$ cat src/rtl/eepw_pkg.sv
package eepw_pkg;

  localparam int unsigned WORD_AW = 16;

  localparam logic [7:0] HDR_BYTE  = 8'h55;
  localparam logic [7:0] CMD_WRITE = 8'h6C;
  localparam logic [7:0] CMD_WREN  = 8'h96;

  typedef enum logic [2:0] {
    ST_IDLE,
    ST_DEV,
    ST_CMD,
    ST_AHI,
    ST_ALO,
    ST_DATA,
    ST_BUSY
  } seq_state_t;

  // low slot_bits of the word address form the in-page offset
  function automatic logic [WORD_AW-1:0] slot_mask(input int unsigned slot_bits);
    return WORD_AW'((32'd1 << slot_bits) - 32'd1);
  endfunction

  // next pointer: offset wraps inside the page, page bits untouched
  function automatic logic [WORD_AW-1:0] ptr_advance(input logic [WORD_AW-1:0] a,
                                                     input int unsigned slot_bits);
    logic [WORD_AW-1:0] m;
    m = slot_mask(slot_bits);
    return (a & ~m) | ((a + WORD_AW'(1)) & m);
  endfunction

  // word address of page slot s within the page holding a
  function automatic logic [WORD_AW-1:0] slot_addr(input logic [WORD_AW-1:0] a,
                                                   input int unsigned s,
                                                   input int unsigned slot_bits);
    logic [WORD_AW-1:0] m;
    m = slot_mask(slot_bits);
    return (a & ~m) | (WORD_AW'(s) & m);
  endfunction

endpackage

$ cat src/rtl/eepw_seq.sv
module eepw_seq
  import eepw_pkg::*;
#(
  parameter logic [7:0] DEV_ADDR = 8'hA0,
  parameter int unsigned SLOT_W  = 4
) (
  input  logic               clk,
  input  logic               rst_n,
  input  logic               byte_vld,
  input  logic [7:0]         byte_data,
  input  logic               byte_mak,
  input  logic               standby,
  input  logic               done,
  input  logic               wel,
  output logic               wel_set,
  output logic               commit_evt,
  output logic               abort_evt,
  output logic               reject_evt,
  output logic               data_evt,
  output logic               buf_clear,
  output logic [SLOT_W-1:0]  slot,
  output logic [WORD_AW-1:0] word_addr
);

  seq_state_t         st_q, st_d;
  logic [WORD_AW-1:0] addr_q;
  logic               load_hi, load_lo;

  always_comb begin
    st_d       = st_q;
    wel_set    = 1'b0;
    commit_evt = 1'b0;
    abort_evt  = 1'b0;
    reject_evt = 1'b0;
    data_evt   = 1'b0;
    buf_clear  = 1'b0;
    load_hi    = 1'b0;
    load_lo    = 1'b0;
    if (st_q == ST_BUSY) begin
      if (done) st_d = ST_IDLE;
    end else if (standby && st_q != ST_IDLE) begin
      abort_evt = 1'b1;
      st_d      = ST_IDLE;
    end else if (byte_vld) begin
      case (st_q)
        ST_IDLE: begin
          if (byte_data == HDR_BYTE) st_d = ST_DEV;
        end
        ST_DEV: begin
          if (byte_data != DEV_ADDR) begin
            reject_evt = 1'b1;
            st_d       = ST_IDLE;
          end else if (!byte_mak) begin
            abort_evt = 1'b1;
            st_d      = ST_IDLE;
          end else begin
            st_d = ST_CMD;
          end
        end
        ST_CMD: begin
          if (byte_data == CMD_WREN) begin
            wel_set = 1'b1;
            st_d    = ST_IDLE;
          end else if (byte_data == CMD_WRITE && wel) begin
            if (!byte_mak) begin
              abort_evt = 1'b1;
              st_d      = ST_IDLE;
            end else begin
              st_d = ST_AHI;
            end
          end else begin
            reject_evt = 1'b1;
            st_d       = ST_IDLE;
          end
        end
        ST_AHI: begin
          if (!byte_mak) begin
            abort_evt = 1'b1;
            st_d      = ST_IDLE;
          end else begin
            load_hi = 1'b1;
            st_d    = ST_ALO;
          end
        end
        ST_ALO: begin
          if (!byte_mak) begin
            abort_evt = 1'b1;
            st_d      = ST_IDLE;
          end else begin
            load_lo   = 1'b1;
            buf_clear = 1'b1;
            st_d      = ST_DATA;
          end
        end
        ST_DATA: begin
          data_evt = 1'b1;
          if (!byte_mak) begin
            commit_evt = 1'b1;
            st_d       = ST_BUSY;
          end
        end
        default: st_d = ST_IDLE;
      endcase
    end
  end

  always_ff @(posedge clk) begin
    if (!rst_n) begin
      st_q   <= ST_IDLE;
      addr_q <= '0;
    end else begin
      st_q <= st_d;
      if (load_hi)       addr_q[15:8] <= byte_data;
      else if (load_lo)  addr_q[7:0]  <= byte_data;
      else if (data_evt) addr_q       <= ptr_advance(addr_q, SLOT_W);
    end
  end

  assign slot      = addr_q[SLOT_W-1:0];
  assign word_addr = addr_q;

endmodule

$ cat src/rtl/eepw_pagebuf.sv
module eepw_pagebuf #(
  parameter int unsigned PAGE   = 16,
  parameter int unsigned SLOT_W = 4
) (
  input  logic              clk,
  input  logic              rst_n,
  input  logic              clear,
  input  logic              wr_en,
  input  logic [SLOT_W-1:0] wr_slot,
  input  logic [7:0]        wr_data,
  output logic [PAGE*8-1:0] buf_flat,
  output logic [PAGE-1:0]   mask
);

  for (genvar g = 0; g < PAGE; g++) begin : g_slot
    logic [7:0] byte_q;
    logic       vld_q;
    always_ff @(posedge clk) begin
      if (!rst_n) begin
        byte_q <= '0;
        vld_q  <= 1'b0;
      end else if (wr_en && wr_slot == SLOT_W'(g)) begin
        byte_q <= wr_data;
        vld_q  <= 1'b1;
      end else if (clear) begin
        vld_q <= 1'b0;
      end
    end
    assign buf_flat[g*8 +: 8] = byte_q;
    assign mask[g]            = vld_q;
  end

endmodule

$ cat src/rtl/eepw_wtimer.sv
module eepw_wtimer #(
  parameter int unsigned TWC = 20
) (
  input  logic clk,
  input  logic rst_n,
  input  logic start,
  output logic busy,
  output logic done
);

  localparam int unsigned CNT_W = $clog2(TWC + 1);

  logic [CNT_W-1:0] cnt_q;

  always_ff @(posedge clk) begin
    if (!rst_n)            cnt_q <= '0;
    else if (start)        cnt_q <= CNT_W'(TWC);
    else if (cnt_q != '0)  cnt_q <= cnt_q - CNT_W'(1);
  end

  assign busy = (cnt_q != '0);
  assign done = (cnt_q == CNT_W'(1));

endmodule

$ cat src/rtl/eepw_array.sv
module eepw_array
  import eepw_pkg::*;
#(
  parameter int unsigned DEPTH  = 64,
  parameter int unsigned PAGE   = 16,
  parameter int unsigned SLOT_W = 4
) (
  input  logic               clk,
  input  logic               rst_n,
  input  logic               commit,
  input  logic [WORD_AW-1:0] page_addr,
  input  logic [PAGE*8-1:0]  buf_flat,
  input  logic [PAGE-1:0]    mask,
  input  logic [WORD_AW-1:0] rd_addr,
  output logic [7:0]         rd_data
);

  localparam int unsigned MEM_AW = $clog2(DEPTH);

  logic [7:0]        mem [DEPTH];
  logic [MEM_AW-1:0] wr_idx [PAGE];

  for (genvar g = 0; g < PAGE; g++) begin : g_idx
    assign wr_idx[g] = MEM_AW'(slot_addr(page_addr, g, SLOT_W));
  end

  always_ff @(posedge clk) begin
    if (!rst_n) begin
      for (int k = 0; k < DEPTH; k++) mem[k] <= '0;
    end else if (commit) begin
      for (int i = 0; i < PAGE; i++) begin
        if (mask[i]) mem[wr_idx[i]] <= buf_flat[i*8 +: 8];
      end
    end
  end

  assign rd_data = mem[MEM_AW'(rd_addr)];

endmodule

$ cat src/rtl/eepw_pgwr_ctrl.sv
module eepw_pgwr_ctrl
  import eepw_pkg::*;
#(
  parameter logic [7:0]  DEV_ADDR   = 8'hA0,
  parameter int unsigned PAGE_BYTES = 16,
  parameter int unsigned MEM_DEPTH  = 64,
  parameter int unsigned TWC_CYCLES = 20
) (
  input  logic        clk,
  input  logic        rst_n,
  input  logic        byte_vld,
  input  logic [7:0]  byte_data,
  input  logic        byte_mak,
  input  logic        standby,
  input  logic [15:0] rd_addr,
  output logic [7:0]  rd_data,
  output logic        busy,
  output logic        wel
);

  localparam int unsigned SLOT_W = $clog2(PAGE_BYTES);

  // named internal events, also observed by the bound checker
  logic                   wel_set, commit_evt, abort_evt, reject_evt;
  logic                   data_evt, buf_clear, done_evt;
  logic [SLOT_W-1:0]      slot;
  logic [WORD_AW-1:0]     word_addr;
  logic [PAGE_BYTES*8-1:0] buf_flat;
  logic [PAGE_BYTES-1:0]  buf_mask;
  logic                   wel_q;

  eepw_seq #(
    .DEV_ADDR (DEV_ADDR),
    .SLOT_W   (SLOT_W)
  ) u_seq (
    .clk        (clk),
    .rst_n      (rst_n),
    .byte_vld   (byte_vld),
    .byte_data  (byte_data),
    .byte_mak   (byte_mak),
    .standby    (standby),
    .done       (done_evt),
    .wel        (wel_q),
    .wel_set    (wel_set),
    .commit_evt (commit_evt),
    .abort_evt  (abort_evt),
    .reject_evt (reject_evt),
    .data_evt   (data_evt),
    .buf_clear  (buf_clear),
    .slot       (slot),
    .word_addr  (word_addr)
  );

  eepw_pagebuf #(
    .PAGE   (PAGE_BYTES),
    .SLOT_W (SLOT_W)
  ) u_buf (
    .clk      (clk),
    .rst_n    (rst_n),
    .clear    (buf_clear),
    .wr_en    (data_evt),
    .wr_slot  (slot),
    .wr_data  (byte_data),
    .buf_flat (buf_flat),
    .mask     (buf_mask)
  );

  eepw_wtimer #(
    .TWC (TWC_CYCLES)
  ) u_tmr (
    .clk   (clk),
    .rst_n (rst_n),
    .start (commit_evt),
    .busy  (busy),
    .done  (done_evt)
  );

  eepw_array #(
    .DEPTH  (MEM_DEPTH),
    .PAGE   (PAGE_BYTES),
    .SLOT_W (SLOT_W)
  ) u_arr (
    .clk       (clk),
    .rst_n     (rst_n),
    .commit    (done_evt),
    .page_addr (word_addr),
    .buf_flat  (buf_flat),
    .mask      (buf_mask),
    .rd_addr   (rd_addr),
    .rd_data   (rd_data)
  );

  always_ff @(posedge clk) begin
    if (!rst_n)        wel_q <= 1'b0;
    else if (wel_set)  wel_q <= 1'b1;
    else if (done_evt) wel_q <= 1'b0;
  end

  assign wel = wel_q;

endmodule

$ cat config.mk
export PLATFORM = sky130hd
export DESIGN_NAME = eepw_pgwr_ctrl
export DESIGN_NICKNAME = d
export VERILOG_FILES = /design/src/rtl/eepw_pkg.sv /design/src/rtl/eepw_seq.sv /design/src/rtl/eepw_pagebuf.sv /design/src/rtl/eepw_wtimer.sv /design/src/rtl/eepw_array.sv /design/src/rtl/eepw_pgwr_ctrl.sv
export SDC_FILE = /design/constraint.sdc
export NUM_CORES = 1
export LEC_CHECK = 0
export BUFFER_PORTS_ARGS = -buffer_cell sky130_fd_sc_hd__buf_2
export CAP_MARGIN = 20
export CORE_UTILIZATION = 45
export CTS_BUF_LIST = sky130_fd_sc_hd__clkbuf_8
export CTS_CLUSTER_DIAMETER = 80
export DETAILED_ROUTE_END_ITERATION = 10
export PLACE_DENSITY_LB_ADDON = 0.25
export SLEW_MARGIN = 20
export SYNTH_ARGS = -nofsm -noshare
export SYNTH_HDL_FRONTEND = slang
export SYNTH_SLANG_ARGS = --single-unit
export TNS_END_PERCENT = 100
$ cat constraint.sdc
create_clock -name clk -period 5.3 [get_ports clk]
set_input_delay 1.06 -clock clk [delete_from_list [all_inputs] [get_ports clk]]
set_output_delay 1.06 -clock clk [all_outputs]
set_load 0.01 [all_outputs]
==> metrics.txt <==
Final Critical Period 4.60 ns; Critical Path Fanout Max 57; syn nets 2250; num ports 39; fin crit share 86.8%; Min-Delay Path Class reg2reg; yosys synthesis warning count 0; HPWL Detailed 57200 um; synth unique cells 56; Synth top cells by count and3_1, edfxtp_1, nand2_1; worst skew pair latency 0.72 ns; maximum vdd drop 165 uV; routed len/inst 28.0 um; CP max stage delay 0.60 ns; multi-input combinational cell area 10300 um^2; Post-Syn Instances 2215; launch point of the worst reg-to-reg path u_seq.st_q[0]; post-CTS setup buffer count 0; Starting Density 45.4%; max-slew violations 0; largest area contributor in the netlist edfxtp_1; critical path endpoint category output pin; height of the die 259 um; most common cell in the netlist and3_1; Crit path max-delay family buffers and inverters; Post-DRT Antenna Nets 0; Core ar. 65600 um^2; Hold Slack 0.462 ns; status completed; Final #Nets 2198; Die Area 67300 um^2; leak pwr 14.1 nW; cells along the critical path buf_6 > buf_4 > mux4_2 > o221ai_1 > o21ai_0 > a22o_1 > buf_2; Setup crit start kind input port; setup TNS 0 ns; row count 94; Worst Hold Launch u_buf.g_slot[14].vld_q; clock edge transition at the registers on the reported setup and hold paths 0.06 ns; Slew HR 24.0%; DR pass1 iterations 5; top cells by area, synth edfxtp_1, and3_1, dfxtp_1, mux4_2, mux2i_1; area of the mapped netlist 29800 um^2; Vias 19000; fraction of layout cells with a size suffix above 1 15.4%; Area Overhead vs Synth 9.16%; Global Route Usage Sum 26.3%; clk sinks 671; CP Data Arrival Time 3.54 ns; sequential cell area fraction in the yosys report 62.2%; Post-synth ARST share 0%; FF+latch count, synth 671; hold buffers post-CTS 0; achievable frequency 217 MHz; pin count of the biggest net entering global routing 145; Sequential cell area 18600 um^2; Placer Congestion 0.916; CP Buf/Inv Count 3; beginning of the critical path rd_addr[0]; Setup Viol. Count Final 0; average size of a mapped cell 13.5 um^2; TritonCTS clock tree built; port bufs 28; top-area cell type share of the netlist area 51.6%; R2R setup slack 2.26 ns; Critical Path RT 4.24 ns; final hold viol count 0; Via density 6.09; number of synthesized flops with an enable pin 512; initial antenna violation count 5; Slowest cell on crit path buf_6; Residual DRC 0; DRT Wirelength 87500 um; CTS Buf Count 108; actual slew at the worst max-slew pin 1.14 ns; kind of critical path in2out; PD cells 341 nW/um^2; fillcell total 5595; Starting DRT DRC Count 2456; root buffer cell clkbuf_8; global-route wire length before repair 127000 um; htree depth 3; GR Overflow Total 0; die width 259 um; Setup Skew 0.0251 ns; MaxCap Viol Count 0; Resized Gates After CTS 0; Top FF cell, synth edfxtp_1; number of global-route vias before repair 18800; CTS max path bufs 3; RSZ-0062 raised after global routing no
-- per-stage QoR --
step	total power [mW]	instance area [um^2]	worst slack (ns)	cells	util, %
global placement	6.83	30400	0.732	2917	46.4
detailed placement	6.86	30400	0.720	2917	46.4
global route	11.4	32500	0.577	3121	49.6
floorplan	6.51	29800	1.59	2215	-
CTS	11.1	32500	0.719	3119	49.6
finish	11.1	32600	0.700	3124	49.6
-- flip-flops by register name (all words and copies together) (netlist names) --
signal               cells
wel                      1
u_arr.mem              512
u_buf.g_slot.byte_q    128
u_seq.st_q               3
u_seq.word_addr          6
u_tmr.cnt_q              5
u_buf.g_slot.vld_q      16
-- layer usage --
metal,part of all wire [%],vias to the layer above,global-route usage [%]
met3,9.8,161,5.17
met2,45,1000,39.8
li1,-,8303,-
met5,0.014,-,0
met4,3.6,2,10.8
met1,41,9556,37.1
-- layout by cell type (no fill, tap or decap), drive strengths merged, types with 7 or more instances in the layout --
| master | instances |
|---|---|
| nand2b | 11 |
| o211ai | 7 |
| nand4 | 8 |
| a21oi | 36 |
| a211oi | 10 |
| nor2b | 10 |
| nand2 | 163 |
| clkinv | 13 |
| inv | 67 |
| nand3 | 24 |
| mux4 | 129 |
| mux2i | 155 |
| o21ai | 12 |
| edfxtp | 512 |
| clkbuf | 129 |
| buf | 60 |
| and3 | 515 |
| o22ai | 16 |
| mux2 | 10 |
| dfxtp | 159 |
| nor2 | 147 |
-- worst reg2reg max path, cell delays in order, from the launching register on --
cell and delay, ns:
dfxtp_1 0.62, nor4bb_1 0.37, and2_1 0.68, nand3_1 0.78
mux2i_1 0.39, nor2_1 0.06
-- report_power, final --
group	switching, mW	total [mW]	internal [mW]
combinational	0.520	0.794	0.275
clock	2.05	4.34	2.29
sequential	0.105	5.96	5.86
-- path summary, 6_finish.rpt --
kind	depth (start not counted)	to
setup / recovery	7	rd_data[3]
hold / removal	2	u_buf.g_slot[14].vld_q
setup reg to reg	5	u_buf.g_slot[1].byte_q[5]
hold reg to reg	2	u_buf.g_slot[14].vld_q
-- layout make-up --
type                    count  share of cell area, %
diodes                      5                 0.0384
clock buffers             129                   5.45
clock inverters            73                   1.04
inverters                   9                  0.111
multi-input cells        1313                   31.6
flip-flops and latches    671                   57.0
well taps                 864                   3.32
repair buffers             60                   1.44
-- logic make-up (layout without fill, tap and decap cells) --
| group | Yosys count | count (layout) | share of synthesized area (%) |
|---|---|---|---|
| multiplexers | 294 | 294 | 15.3 |
| other | 0 | 5 | 0 |
| AND/OR/NAND/NOR | 902 | 902 | 16.4 |
| adder cells (fa/ha/maj) | 6 | 6 | 0.252 |
| buffers and inverters | 231 | 271 | 3.35 |
| XOR/XNOR | 2 | 2 | 0.0588 |
| flip-flops | 671 | 671 | 62.2 |
| AO/OA/AOI/OAI | 109 | 109 | 2.37 |
Note: power is estimated with default switching activity, not from simulation.
